## config.mk

```make
export PLATFORM = sky130hd
export DESIGN_NAME = pwrup_rst_seq
export DESIGN_NICKNAME = d
export VERILOG_FILES = /design/src/rtl/pwrup_rst_pkg.sv /design/src/rtl/pwrup_rst_dp.sv /design/src/rtl/pwrup_rst_ctrl.sv /design/src/rtl/pwrup_rst_seq.sv
export SDC_FILE = /design/constraint.sdc
export NUM_CORES = 1
export LEC_CHECK = 0
export BUFFER_PORTS_ARGS = -buffer_cell sky130_fd_sc_hd__buf_2
export CAP_MARGIN = 30
export CORE_ASPECT_RATIO = 1.1
export CORE_MARGIN = 2
export CORE_UTILIZATION = 41
export DETAILED_ROUTE_END_ITERATION = 6
export SYNTH_ARGS = -nofsm -noshare
export SYNTH_HDL_FRONTEND = slang
export SYNTH_HIERARCHICAL = 1
export SYNTH_SLANG_ARGS = --single-unit
```

## constraint.sdc

```tcl
create_clock -name clk -period 4.4 [get_ports clk]
set_clock_uncertainty 0.15 [all_clocks]
set_input_delay 0.22 -clock clk [delete_from_list [all_inputs] [get_ports clk]]
set_output_delay 0.22 -clock clk [all_outputs]
set_load 0.01 [all_outputs]
```

## src/rtl/pwrup_rst_pkg.sv

```systemverilog
package pwrup_rst_pkg;
  localparam int ADDR_W = 2;

  localparam logic [ADDR_W-1:0] ADDR_CTRL = 2'd0;
  localparam logic [ADDR_W-1:0] ADDR_WAKE = 2'd1;

  typedef struct packed {
    logic wrDelay;
    logic loadHold;
    logic clearHold;
  } dpStrobe_t;
endpackage

```

## src/rtl/pwrup_rst_dp.sv

```systemverilog
module pwrup_rst_dp
  import pwrup_rst_pkg::*;
#(
  parameter int MCU_RST_PULSES = 128,
  parameter int DATA_W         = 8,
  parameter int DELAY_RST      = 16
) (
  input  logic              clk,
  input  logic              purN,
  input  dpStrobe_t         strobe,
  input  logic [DATA_W-1:0] wrData,
  output logic              mcuClkEn,
  output logic              mcuRun,
  output logic              alive,
  output logic              holdZero
);
  localparam int CNT_W = $clog2(MCU_RST_PULSES + 1);
  localparam logic [CNT_W-1:0] LAST_PULSE = CNT_W'(MCU_RST_PULSES - 1);

  logic              phase;
  logic              aliveQ;
  logic              mcuRunQ;
  logic [CNT_W-1:0]  pulseCnt;
  logic [DATA_W-1:0] delayReg;
  logic [DATA_W-1:0] holdCnt;

  // Half-rate enable and a marker for "first edge seen"
  always_ff @(posedge clk or negedge purN) begin
    if (!purN) begin
      phase  <= 1'b0;
      aliveQ <= 1'b0;
    end else begin
      phase  <= ~phase;
      aliveQ <= 1'b1;
    end
  end

  // Microcontroller reset counter, counted in its own clock pulses
  always_ff @(posedge clk or negedge purN) begin
    if (!purN) begin
      pulseCnt <= '0;
      mcuRunQ  <= 1'b0;
    end else if (!mcuRunQ && phase) begin
      pulseCnt <= pulseCnt + 1'b1;
      if (pulseCnt == LAST_PULSE) mcuRunQ <= 1'b1;
    end
  end

  // Wake delay register
  always_ff @(posedge clk or negedge purN) begin
    if (!purN)               delayReg <= DATA_W'(DELAY_RST);
    else if (strobe.wrDelay) delayReg <= wrData;
  end

  // Interrupt hold-off counter
  always_ff @(posedge clk or negedge purN) begin
    if (!purN)                 holdCnt <= '0;
    else if (strobe.clearHold) holdCnt <= '0;
    else if (strobe.loadHold)  holdCnt <= delayReg;
    else if (holdCnt != '0)    holdCnt <= holdCnt - 1'b1;
  end

  assign mcuClkEn = phase;
  assign mcuRun   = mcuRunQ;
  assign alive    = aliveQ;
  assign holdZero = (holdCnt == '0);

  assert_mcu_stays_run_R3: assert property (@(posedge clk) disable iff (!purN)
    mcuRunQ |=> mcuRunQ);

  assert_release_on_pulse_R3: assert property (@(posedge clk) disable iff (!purN)
    $rose(mcuRunQ) |-> $past(phase));

  assert_hold_countdown_R9: assert property (@(posedge clk) disable iff (!purN)
    (holdCnt != '0 && !strobe.loadHold && !strobe.clearHold)
      |=> (holdCnt == $past(holdCnt) - 1'b1));
endmodule

```

## src/rtl/pwrup_rst_ctrl.sv

```systemverilog
module pwrup_rst_ctrl
  import pwrup_rst_pkg::*;
#(
  parameter int NUM_IRQ = 4
) (
  input  logic              clk,
  input  logic              purN,
  input  logic              regWrEn,
  input  logic [ADDR_W-1:0] regAddr,
  input  logic [1:0]        ctrlBits,
  input  logic              sleepReq,
  input  logic [NUM_IRQ-1:0] irqIn,
  input  logic              mcuRun,
  input  logic              holdZero,
  output dpStrobe_t         strobe,
  output logic              dspHold,
  output logic              slowOn,
  output logic              asleep,
  output logic              irqGate
);
  logic wrOk;
  logic ctrlWr;
  logic anyIrq;
  logic nextHold;
  logic wakeNow;
  logic sleepNow;

  assign wrOk     = regWrEn && mcuRun;
  assign ctrlWr   = wrOk && (regAddr == ADDR_CTRL);
  assign anyIrq   = |irqIn;
  assign nextHold = ctrlWr ? ctrlBits[0] : dspHold;
  assign wakeNow  = asleep && anyIrq && !nextHold;
  assign sleepNow = !asleep && sleepReq && !anyIrq && !dspHold && !nextHold;

  always_comb begin
    strobe           = '0;
    strobe.wrDelay   = wrOk && (regAddr == ADDR_WAKE);
    strobe.clearHold = nextHold;
    strobe.loadHold  = wakeNow;
  end

  always_ff @(posedge clk or negedge purN) begin
    if (!purN) begin
      dspHold <= 1'b1;
      slowOn  <= 1'b0;
    end else if (ctrlWr) begin
      dspHold <= ctrlBits[0];
      slowOn  <= ctrlBits[1];
    end
  end

  always_ff @(posedge clk or negedge purN) begin
    if (!purN)         asleep <= 1'b0;
    else if (nextHold) asleep <= 1'b0;
    else if (wakeNow)  asleep <= 1'b0;
    else if (sleepNow) asleep <= 1'b1;
  end

  assign irqGate = !dspHold && !asleep && holdZero;

  assert_wr_blocked_R4: assert property (@(posedge clk) disable iff (!purN)
    !mcuRun |=> ($stable(dspHold) && $stable(slowOn)));

  assert_hold_clears_sleep_R11: assert property (@(posedge clk) disable iff (!purN)
    dspHold |=> !asleep);

  assert_irq_blocks_sleep_R10: assert property (@(posedge clk) disable iff (!purN)
    (!asleep && anyIrq) |=> !asleep);
endmodule

```

## src/rtl/pwrup_rst_seq.sv

```systemverilog
module pwrup_rst_seq
  import pwrup_rst_pkg::*;
#(
  parameter int MCU_RST_PULSES = 128,
  parameter int DATA_W         = 8,
  parameter int DELAY_RST      = 16,
  parameter int NUM_IRQ        = 4
) (
  input  logic               clk,
  input  logic               purN,
  input  logic               regWrEn,
  input  logic [ADDR_W-1:0]  regAddr,
  input  logic [DATA_W-1:0]  regWrData,
  input  logic               sleepReq,
  input  logic [NUM_IRQ-1:0] irqIn,
  output logic               mcuRstN,
  output logic               dspRstN,
  output logic               ifcRstN,
  output logic               mcuClkEn,
  output logic               dspClkEn,
  output logic               slowClkEn,
  output logic               mcuPinsIn,
  output logic               dspPinsIn,
  output logic [NUM_IRQ-1:0] dspIrqOut
);
  dpStrobe_t strobe;
  logic mcuRun, alive, holdZero;
  logic dspHold, slowOn, asleep, irqGate;

  pwrup_rst_dp #(
    .MCU_RST_PULSES(MCU_RST_PULSES),
    .DATA_W        (DATA_W),
    .DELAY_RST     (DELAY_RST)
  ) u_dp (
    .clk     (clk),
    .purN    (purN),
    .strobe  (strobe),
    .wrData  (regWrData),
    .mcuClkEn(mcuClkEn),
    .mcuRun  (mcuRun),
    .alive   (alive),
    .holdZero(holdZero)
  );

  pwrup_rst_ctrl #(.NUM_IRQ(NUM_IRQ)) u_ctrl (
    .clk     (clk),
    .purN    (purN),
    .regWrEn (regWrEn),
    .regAddr (regAddr),
    .ctrlBits(regWrData[1:0]),
    .sleepReq(sleepReq),
    .irqIn   (irqIn),
    .mcuRun  (mcuRun),
    .holdZero(holdZero),
    .strobe  (strobe),
    .dspHold (dspHold),
    .slowOn  (slowOn),
    .asleep  (asleep),
    .irqGate (irqGate)
  );

  assign mcuRstN   = mcuRun;
  assign dspRstN   = ~dspHold;
  assign ifcRstN   = ~dspHold;
  assign mcuPinsIn = ~mcuRun;
  assign dspPinsIn = dspHold;
  assign dspClkEn  = alive && !asleep;
  assign slowClkEn = slowOn;
  assign dspIrqOut = irqIn & {NUM_IRQ{irqGate}};

  assert_irq_masked_asleep_R8: assert property (@(posedge clk) disable iff (!purN)
    !dspClkEn |-> (dspIrqOut == '0));

  assert_pins_follow_reset_R7: assert property (@(posedge clk) disable iff (!purN)
    (mcuPinsIn == !mcuRstN) && (dspPinsIn == !dspRstN));
endmodule

```

; Yosys cells after proc, flatten, opt, wreduce, memory -nomap -nowiden
; Cells that the tools add are included.
; W data, S select, Z words.
[classes]
add_sub_neg = 2
n_mul = 0
n_div = 0
n_lt_le_gt_ge = 0
n_eq_ne = 2
shift = 0
n_mux = 7
bitwise = 4
n_reduce_logical = 25
[op_table]
columns = operator, n
row1 = $mux W8, 3
row2 = $logic_and A1 B1 Y1, 13
row3 = $add A8 B1 Y8 const B, 1
row4 = $eq A8 B7 Y1 const B, 1
row5 = $logic_not A8 Y1, 1
row6 = $reduce_bool A8 Y1, 1
row7 = $sub A8 B1 Y8 const B, 1
row8 = $reduce_bool A3 Y1, 2
row9 = $logic_not A1 Y1, 5
row10 = $and A4 B4 Y4, 1
row11 = $mux W1, 4
row12 = $reduce_or A4 Y1, 1
row13 = $not A1 Y1, 3
row14 = $eq A2 B1 Y1 const B, 1
row15 = $logic_not A2 Y1, 1
row16 = $reduce_and A2 Y1, 1
[totals]
reg_bits = 30
latchBits = 0
ram_bits = 0
rom_bits = 0
wordCells = 49
memories = 0

; Logic depth before layout (Yosys ltp)
; Gate-level depths: netlist (run 1).
[logic_depth]
word_depth = 8
depth_mapped = 9

; By module
; The synthesis (run 1) kept the hierarchy.
[modules_own_cells]
columns = mod, n_inst, cells_per_inst, area_per_inst_um2, seq_area_each_um2
row1 = pwrup_rst_dp, 1, 108, 1232.4, 676.9
row2 = pwrup_rst_ctrl, 1, 16, 185.2, 76.3
row3 = pwrup_rst_seq, 1, 8, 46.3, 0.0

; Worst setup path before layout (run 1)
; No wires, ideal clock.
[synth_path]
path_type = register to register
from = register u_dp.mcuRunQ, in the netlist u_dp/mcuRun
to = register u_dp.holdCnt[0]
arrival_ns = 1.987
required_time_ns = 4.124
setup_slack_ns = 2.137
path_stages_with_launch = 10
path_buffers = 3
period_less_slack_ns = 2.263
cell_sequence = dfrtp_1 and4bb_2 mux2i_1 and3_1 buf_4 clkbuf_1 inv_2 clkbuf_1 nor2_1 a221o_1
[synth_via]
elab_chain_len = 7
[synth_rtl]
columns = item, line_no
row1 = from (decl), pwrup_rst_dp.sv:22  ; logic mcuRunQ;
row2 = from (signal assigned), pwrup_rst_dp.sv:42  ; mcuRunQ <= 1'b0;
row3 = from (signal assigned), pwrup_rst_dp.sv:45  ; if (pulseCnt == LAST_PULSE) mcuRunQ <= 1'b1;
row4 = $logic_and A1 B1 Y1 *, pwrup_rst_ctrl.sv:28  ; assign wrOk = regWrEn && mcuRun;
row5 = $logic_and A1 B1 Y1 *, pwrup_rst_ctrl.sv:29  ; assign ctrlWr = wrOk && (regAddr == ADDR_CTRL);
row6 = $mux W1 *, --
row7 = $logic_not A1 Y1 *, pwrup_rst_ctrl.sv:32  ; assign wakeNow = asleep && anyIrq && !nextHold;
row8 = $logic_and A1 B1 Y1 *, pwrup_rst_ctrl.sv:32
row9 = net u_ctrl.wakeNow, pwrup_rst_ctrl.sv:25  ; logic wakeNow;
row10 = $mux W8, pwrup_rst_dp.sv:59  ; else if (strobe.loadHold) holdCnt <= delayReg;
row11 = $mux W8, pwrup_rst_dp.sv:58  ; else if (strobe.clearHold) holdCnt <= '0;
row12 = to (signal assigned), pwrup_rst_dp.sv:59
row13 = to (signal assigned), pwrup_rst_dp.sv:60  ; else if (holdCnt != '0) holdCnt <= holdCnt - 1'b1;
row14 = to (decl), pwrup_rst_dp.sv:25  ; logic [DATA_W-1:0] holdCnt;
; Mark *: on every way through the listed nets, which the timed path passes. The rest lies on a longest branch.
; A chain may end at the register's enable or synchronous reset.

; Worst setup path in the final report (run 1)
[layout_path]
from = register u_dp.holdCnt[2]
to = output port dspIrqOut[3]
[layout_via]
elab_chain_len = 3
[layout_rtl]
columns = item, line_no
row1 = $logic_not A8 Y1, pwrup_rst_dp.sv:66  ; assign holdZero = (holdCnt == '0);
row2 = net holdZero, pwrup_rst_seq.sv:27  ; logic mcuRun, alive, holdZero;
row3 = $logic_and A1 B1 Y1, pwrup_rst_ctrl.sv:59  ; assign irqGate = !dspHold && !asleep && holdZero;
row4 = net irqGate, pwrup_rst_seq.sv:28  ; logic dspHold, slowOn, asleep, irqGate;
row5 = $and A4 B4 Y4, pwrup_rst_seq.sv:69  ; assign dspIrqOut = irqIn & {NUM_IRQ{irqGate}};
row6 = to (decl), pwrup_rst_seq.sv:24  ; output logic [NUM_IRQ-1:0] dspIrqOut
; The timed path passes the listed nets, and every way through them passes these cells.

==> flow_summary.ini, run 1 <==
[power_and_ir_drop]
power_density_nw_per_um2 = 450
p_sw_frac = 0.268
leakagePower_nw = 0.908
pwr-share-seq = 0.430
irDropWorstVdd_v = 0.000203
power_frac_clock = 0.347
total_switching_power_w = 0.000223
combinationalPowerShare = 0.223
p_int_w = 0.000610

[cts]
clockBufferDepth = 2
cts-buffers-inserted = 5
clkLatencyLatePin_ps = 330
tritoncts = built
clock-sinks = 30
post_cts_resized = 0
cts_root_buffer = clkbuf_4
clkTransAtPathRegs_ps = 100
cts_post_setup_buffers_inserted = 0
number_of_hold_buffers_added_after_cts = 11
cts.htree.levels = 2

[sta]
rsz0062_at_grt = no
finalHoldViolations = 0
slew_violations = 0
period_share = 0.550
setup_ws_ps = 1980
tightestPinTransition_ps = 636
slew_headroom = 0.576
fin_crit_ps = 2420
fin_setup_tns_ps = 0
clock.fmax_ghz = 0.413
setup-violations-final = 0

[global_route]
grt_max_degree = 31
grt_pass1_vias = 1114
grt_usage = 0.174
gr-total-overflow = 0
global_route_wire_length_before_repair_mm = 5.07
initial_antenna_violation_count = 0

[layout]
finalNetCount = 193
final_layout_size_suffix_gt1_frac = 0.283
insertedDiodeCount = 0
areaGrowthSynthToFinish_pct = 26.3
layoutNonFillerInstCount = 221
postLayoutCellArea_um2 = 1850

[drt]
drt-vias-per-instance = 4.81
ant_nets = 0
firstDrtPassIters = 5
drt-initial-drc-count = 22
routed-via-count = 1064
post_drt_wl_per_cell_um = 12.7
post_route_drc_violation_count = 0
routed_wl_mm = 2.81

[floorplanning]
pin_count = 30
die_area_um2 = 4060
die_w_um = 61.0
die_h_um = 66.7
initial_core_util = 0.432
core.rowCount = 22
design.core.area_um2 = 3390

[run]
cap_viol_max_count = 0

[place]
place.detailed.instances = 202
portBuffers = 29
detailedPlacementHpwl_mm = 2.03
dpl_worst_slack_ps = 2220
placement.cell_area_um2 = 1630
place_congestion = 0.742

[yosys]
synth.yosys.warnings = 6
syn_inst = 132
post_synth_num_cell_types = 37
ys_seq_area_frac = 0.515
synth.ff_latch_count = 30
synth_area_um2 = 1460
synth.net_count = 153
synthesis.area_per_instance_um2 = 11.1

[worst_setup_path]
reg2reg_setup_slack_ps = 2220
critical_path.startpoint_type = flip-flop
crit_path_end_kind = output port
cp_max_fo = 5
cp.required_ps = 4030
critical_path_arrival_ps = 2050
worstSetupPathType = reg2out

[outcome]
run_status = finished, final reports clean

[min_path]
worstHoldPathType = in2reg
## cells by family (layout without fill, tap and decap cells)
group / after synthesis / count (layout) / share of synthesized area
AO/OA/AOI/OAI: 13 / 13 / 0.0684
flip-flops: 30 / 30 / 0.515
buffers and inverters: 17 / 58 / 0.0538
multiplexers: 11 / 11 / 0.0829
other: 1 / 1 / 0.00256
XOR/XNOR: 13 / 13 / 0.0778
adder cells (fa/ha/maj): 3 / 3 / 0.0256
AND/OR/NAND/NOR: 44 / 44 / 0.174
## synth_stat cells (all sizes together)
| cell | instances | area share |
|---|---|---|
| or4 | 2 | 0.013 |
| a221o | 1 | 0.0068 |
| nand2 | 8 | 0.021 |
| o41ai | 1 | 0.0060 |
| xor2 | 5 | 0.030 |
| dfstp | 2 | 0.036 |
| ha | 3 | 0.026 |
| a21oi | 4 | 0.014 |
| nor2b | 2 | 0.0085 |
| nor2 | 11 | 0.030 |
| nor3b | 3 | 0.019 |
| nand4 | 3 | 0.013 |
| mux2 | 9 | 0.069 |
| conb | 1 | 0.0026 |
| and2 | 4 | 0.017 |
| a21o | 1 | 0.0060 |
| inv | 10 | 0.026 |
| dfrtp | 28 | 0.48 |
| and4b | 1 | 0.0068 |
| o21ai | 1 | 0.0034 |
| nor3 | 4 | 0.014 |
| a211oi | 4 | 0.027 |
| o21a | 1 | 0.0051 |
| buf | 4 | 0.021 |
| clkbuf | 3 | 0.0077 |
| and4bb | 1 | 0.0085 |
| or3 | 1 | 0.0077 |
| nor4 | 2 | 0.0085 |
| xnor2 | 8 | 0.048 |
| mux2i | 2 | 0.014 |
| and3 | 2 | 0.0085 |
## per-layer routing
metal  wire [um]  vias to the layer above  global-route usage
met5           0                        -                   0
met4          87                        0              0.0870
met3          89                        8              0.0602
met2        1520                       17               0.290
met1        1110                      513               0.194
li1            -                      526                   -
## path summary, 6_finish.rpt
| kind | depth (start not counted) | from | end |
|---|---|---|---|
| min reg2reg | 1 | u_dp/pulseCnt[7] | u_dp/pulseCnt[7] |
| max in group asynchronous | 2 | purN | u_dp/holdCnt[0] |
| max | 5 | u_dp/holdCnt[2] | dspIrqOut[3] |
| min | 3 | sleepReq | u_ctrl/asleep |
| min in group asynchronous | 2 | purN | u_dp/pulseCnt[0] |
| max reg2reg | 6 | u_dp/mcuRun | u_dp/holdCnt[3] |
## through the flow
stage	util	hold WS, ps	total power (W)
floorplan	-	-226	0.000492
global placement	0.481	124	0.000536
detailed placement	0.481	128	0.000541
CTS	0.546	82.6	0.000842
global route	0.546	88.7	0.000890
finish	0.546	93.0	0.000832
## cell type report
cell class / count / area, um2
multi-input cells: 85 / 632
clock inverters: 2 / 60.1
flip-flops and latches: 30 / 753
repair buffers: 40 / 255
fillers: 297 / 1540
clock buffers: 6 / 51.3
well taps: 48 / 60.1
inverters: 10 / 37.5
## state kept, by name, summed over array words and instances, names as in the netlist
register        count
u_dp/pulseCnt       8
u_ctrl/dspHold      1
u_dp/mcuClkEn       1
u_dp/holdCnt        8
u_ctrl/slowOn       1
u_dp/delayReg       8
u_dp/mcuRun         1
u_dp/alive          1
u_ctrl/asleep       1
## cells in the final DEF, fill, tap and decap left out, types with 2 or more instances in the layout
| cell type | count |
|---|---|
| xnor2_1 | 8 |
| a211oi_2 | 2 |
| dlygate4sd3_1 | 11 |
| buf_2 | 29 |
| a211oi_1 | 2 |
| nand4_1 | 3 |
| nor2_1 | 10 |
| dfstp_2 | 2 |
| nor3_1 | 4 |
| inv_1 | 9 |
| clkbuf_4 | 5 |
| bufinv_16 | 2 |
| a21oi_1 | 4 |
| and3_1 | 2 |
| dfrtp_1 | 28 |
| mux2_1 | 8 |
| nor4_1 | 2 |
| nor2b_1 | 2 |
| nor3b_1 | 2 |
| xor2_1 | 5 |
| mux2i_1 | 2 |
| nand2_1 | 8 |
| and2_1 | 4 |
| ha_1 | 3 |
## critical path, cell delays in order (launching register included)
cell     delay, ps
dfrtp_1        450
nor4_1         300
and3_1         330
nor3b_1        330
and2_1         180
buf_2          130
## power by group through the flow
stage | clock network [W] | registers [W] | logic (W)
after CTS | 0.000297 | 0.000357 | 0.000188
after detailed placement | 0 | 0.000363 | 0.000178
after global routing | 0.000310 | 0.000366 | 0.000214
final | 0.000289 | 0.000358 | 0.000185
after global placement | 0 | 0.000360 | 0.000176
after floorplan | 0 | 0.000352 | 0.000140
Power figures use the tool's default switching activity.
==> run 2, diff against run 1 <==
==> constraint.sdc (replaced) <==
create_clock -name clk -period 2.2 [get_ports clk]
set_clock_uncertainty 0.15 [all_clocks]
set_input_delay 0.11 -clock clk [delete_from_list [all_inputs] [get_ports clk]]
set_output_delay 0.11 -clock clk [all_outputs]
set_load 0.01 [all_outputs]
==> run 2 against run 1 <==
Effect of this change:
- setup slack worse by 1900 ps
- design area up 1.3%
- power is 89% higher
- critical path depth did not move
- via count rose by 0.94%
- final cell count is 0.90% higher
- critical endpoint is now dspIrqOut[2]
- largest power group unchanged
- highest routed layer unchanged
==> flow_summary.ini, run 2 (synthesized netlist as in run 1, its figures left out) <==
[layout]
final_layout_size_suffix_gt1_frac = 0.303
layout.cells.most_common = buf_2
finalNetCount = 195
largestRegisters = u_dp/delayReg x8, u_dp/holdCnt x8, u_dp/pulseCnt x8
areaGrowthSynthToFinish_pct = 27.9
layoutNonFillerInstCount = 223
insertedDiodeCount = 0
final_core_utilization = 0.553
final_cell_mix = 29 x buf_2, 28 x dfrtp_1, 12 x dlygate4sd3_1

[global_route]
grt_pass1_vias = 1120
initial_antenna_violation_count = 0
gr-total-overflow = 0
grt_usage = 0.173
global_route_wire_length_before_repair_mm = 4.98
grt_max_degree = 31

[sta]
fin_setup_tns_ps = 0
fin_crit_ps = 2100
slew_violations = 0
finalHoldViolations = 0
setup_ws_ps = 104
tightestPinTransition_ps = 645
setup-violations-final = 0
period_share = 0.953
rsz0062_at_grt = no
clock.fmax_ghz = 0.477
slew_headroom = 0.570

[drt]
routed-via-count = 1074
drt-vias-per-instance = 4.82
firstDrtPassIters = 2
post_route_drc_violation_count = 0
ant_nets = 0
wl_met3_um = 90
drt-initial-drc-count = 27
wl_met2_mm = 1.47
dr.max_layer_used = met4
post_drt_wl_per_cell_um = 12.3
met1_length_mm = 1.11
routed_wl_mm = 2.74

[cts]
cts-buffers-inserted = 5
clkLatencyLatePin_ps = 330
clkTransAtPathRegs_ps = 90
cts_post_setup_buffers_inserted = 0
tritoncts = built
cts.htree.levels = 2
cts_root_buffer = clkbuf_4
clockBufferDepth = 2
clock-sinks = 30

[place]
detailedPlacementHpwl_mm = 2.04
place.detailed.instances = 203
dpl_worst_slack_ps = 170
place_congestion = 0.734
portBuffers = 29

[worst_setup_path]
critical_path_arrival_ps = 1840
cp.buffers_inverters = 1
worst_path_largest_cell_delay_ps = 440
cp.required_ps = 1940
cpLargestDelayFamily = simple AND/OR/NAND/NOR gates
crit_path_cell_trace = nor4_4, and3_4, nor3b_4, and2_1, buf_2
worstSetupPathType = reg2out
crit_path_end_kind = output port
critical_path.startpoint_type = flip-flop
cp_max_fo = 5
critPathSlowestCell = dfrtp_1

[power_and_ir_drop]
power_density_nw_per_um2 = 841
irDropWorstVdd_v = 0.000418
power_frac_clock = 0.288
total_switching_power_w = 0.000459
totalPowerFinal_w = 0.00158
leakagePower_nw = 0.906
p_int_w = 0.00112
p_sw_frac = 0.292
combinationalPowerShare = 0.247
pwr-share-seq = 0.466

[floorplanning]
initial_core_util = 0.432
design.core.area_um2 = 3390
core.rowCount = 22
die_area_um2 = 4060
die_h_um = 66.7
pin_count = 30
die_w_um = 61.0

[min_path]
worstHoldPathType = in2reg

[run]
cap_viol_max_count = 0

[outcome]
run_status = finished, final reports clean
[run 2: cell types whose count changed in the layout (fill, tap and decap cells not counted), sizes merged]
cell         before  now
dlygate4sd3      11   12
bufinv            2    1
buf              29   30
clkbuf            6    7
[run 2: power groups by stage]
stage          registers (W)  clock network [W]  logic, W
2_1_floorplan       0.000704                  0  0.000281
3_3_place_gp        0.000718                  0  0.000353
3_5_place_dp        0.000725                  0  0.000361
4_1_cts             0.000720           0.000467  0.000385
5_1_grt             0.000749           0.000488  0.000445
6_report            0.000734           0.000453  0.000388
[run 2: repair_timing]
action / CTS / global route
setup endpoints to repair: 4 / 6
endpoints found under the hold margin: 38 / 0
hold buffers: 12 / 0
resized for setup: 3 / 4
[run 2: final cells by class]
class,instances,area [um2]
fill,316,1510
sequential,30,753
multi-input combinational,85,664
timing repair buffer,42,273
tap,48,60.1
clock buffer,7,55.1
inverter,10,37.5
clock inverter,1,30.0
[run 2: worst reg2reg max path, cell delays in order, from the launching register on]
cell	delay [ps]
dfrtp_1	350
and4bb_2	260
mux2i_1	250
and3_2	310
inv_2	130
a21o_2	260
a211oi_1	170
[run 2: final timing paths]
kind,startpoint,end,slack [ps],depth (start not counted)
min,regWrEn,u_ctrl/slowOn,160,3
max reg2reg,u_dp/mcuRun,u_dp/holdCnt[6],250,6
max in group asynchronous,purN,u_dp/holdCnt[1],1290,2
max,u_dp/holdCnt[4],dspIrqOut[2],100,5
min in group asynchronous,purN,u_dp/pulseCnt[0],190,2
min reg2reg,u_dp/pulseCnt[7],u_dp/pulseCnt[7],320,1
[run 2: stage by stage]
stage | hold slack, ps | cell area [um2]
floorplan | -336 | 1470
detailed placement | 21.1 | 1640
global route | 157 | 1870
finish | 162 | 1870
global placement | 14.3 | 1640
CTS | 150 | 1850
[run 2: metal layers]
layer,vias to the layer above,global-route usage
met5,-,0
li1,531,-
met3,7,0.0621
met1,525,0.201
met2,11,0.278
met4,0,0.0815
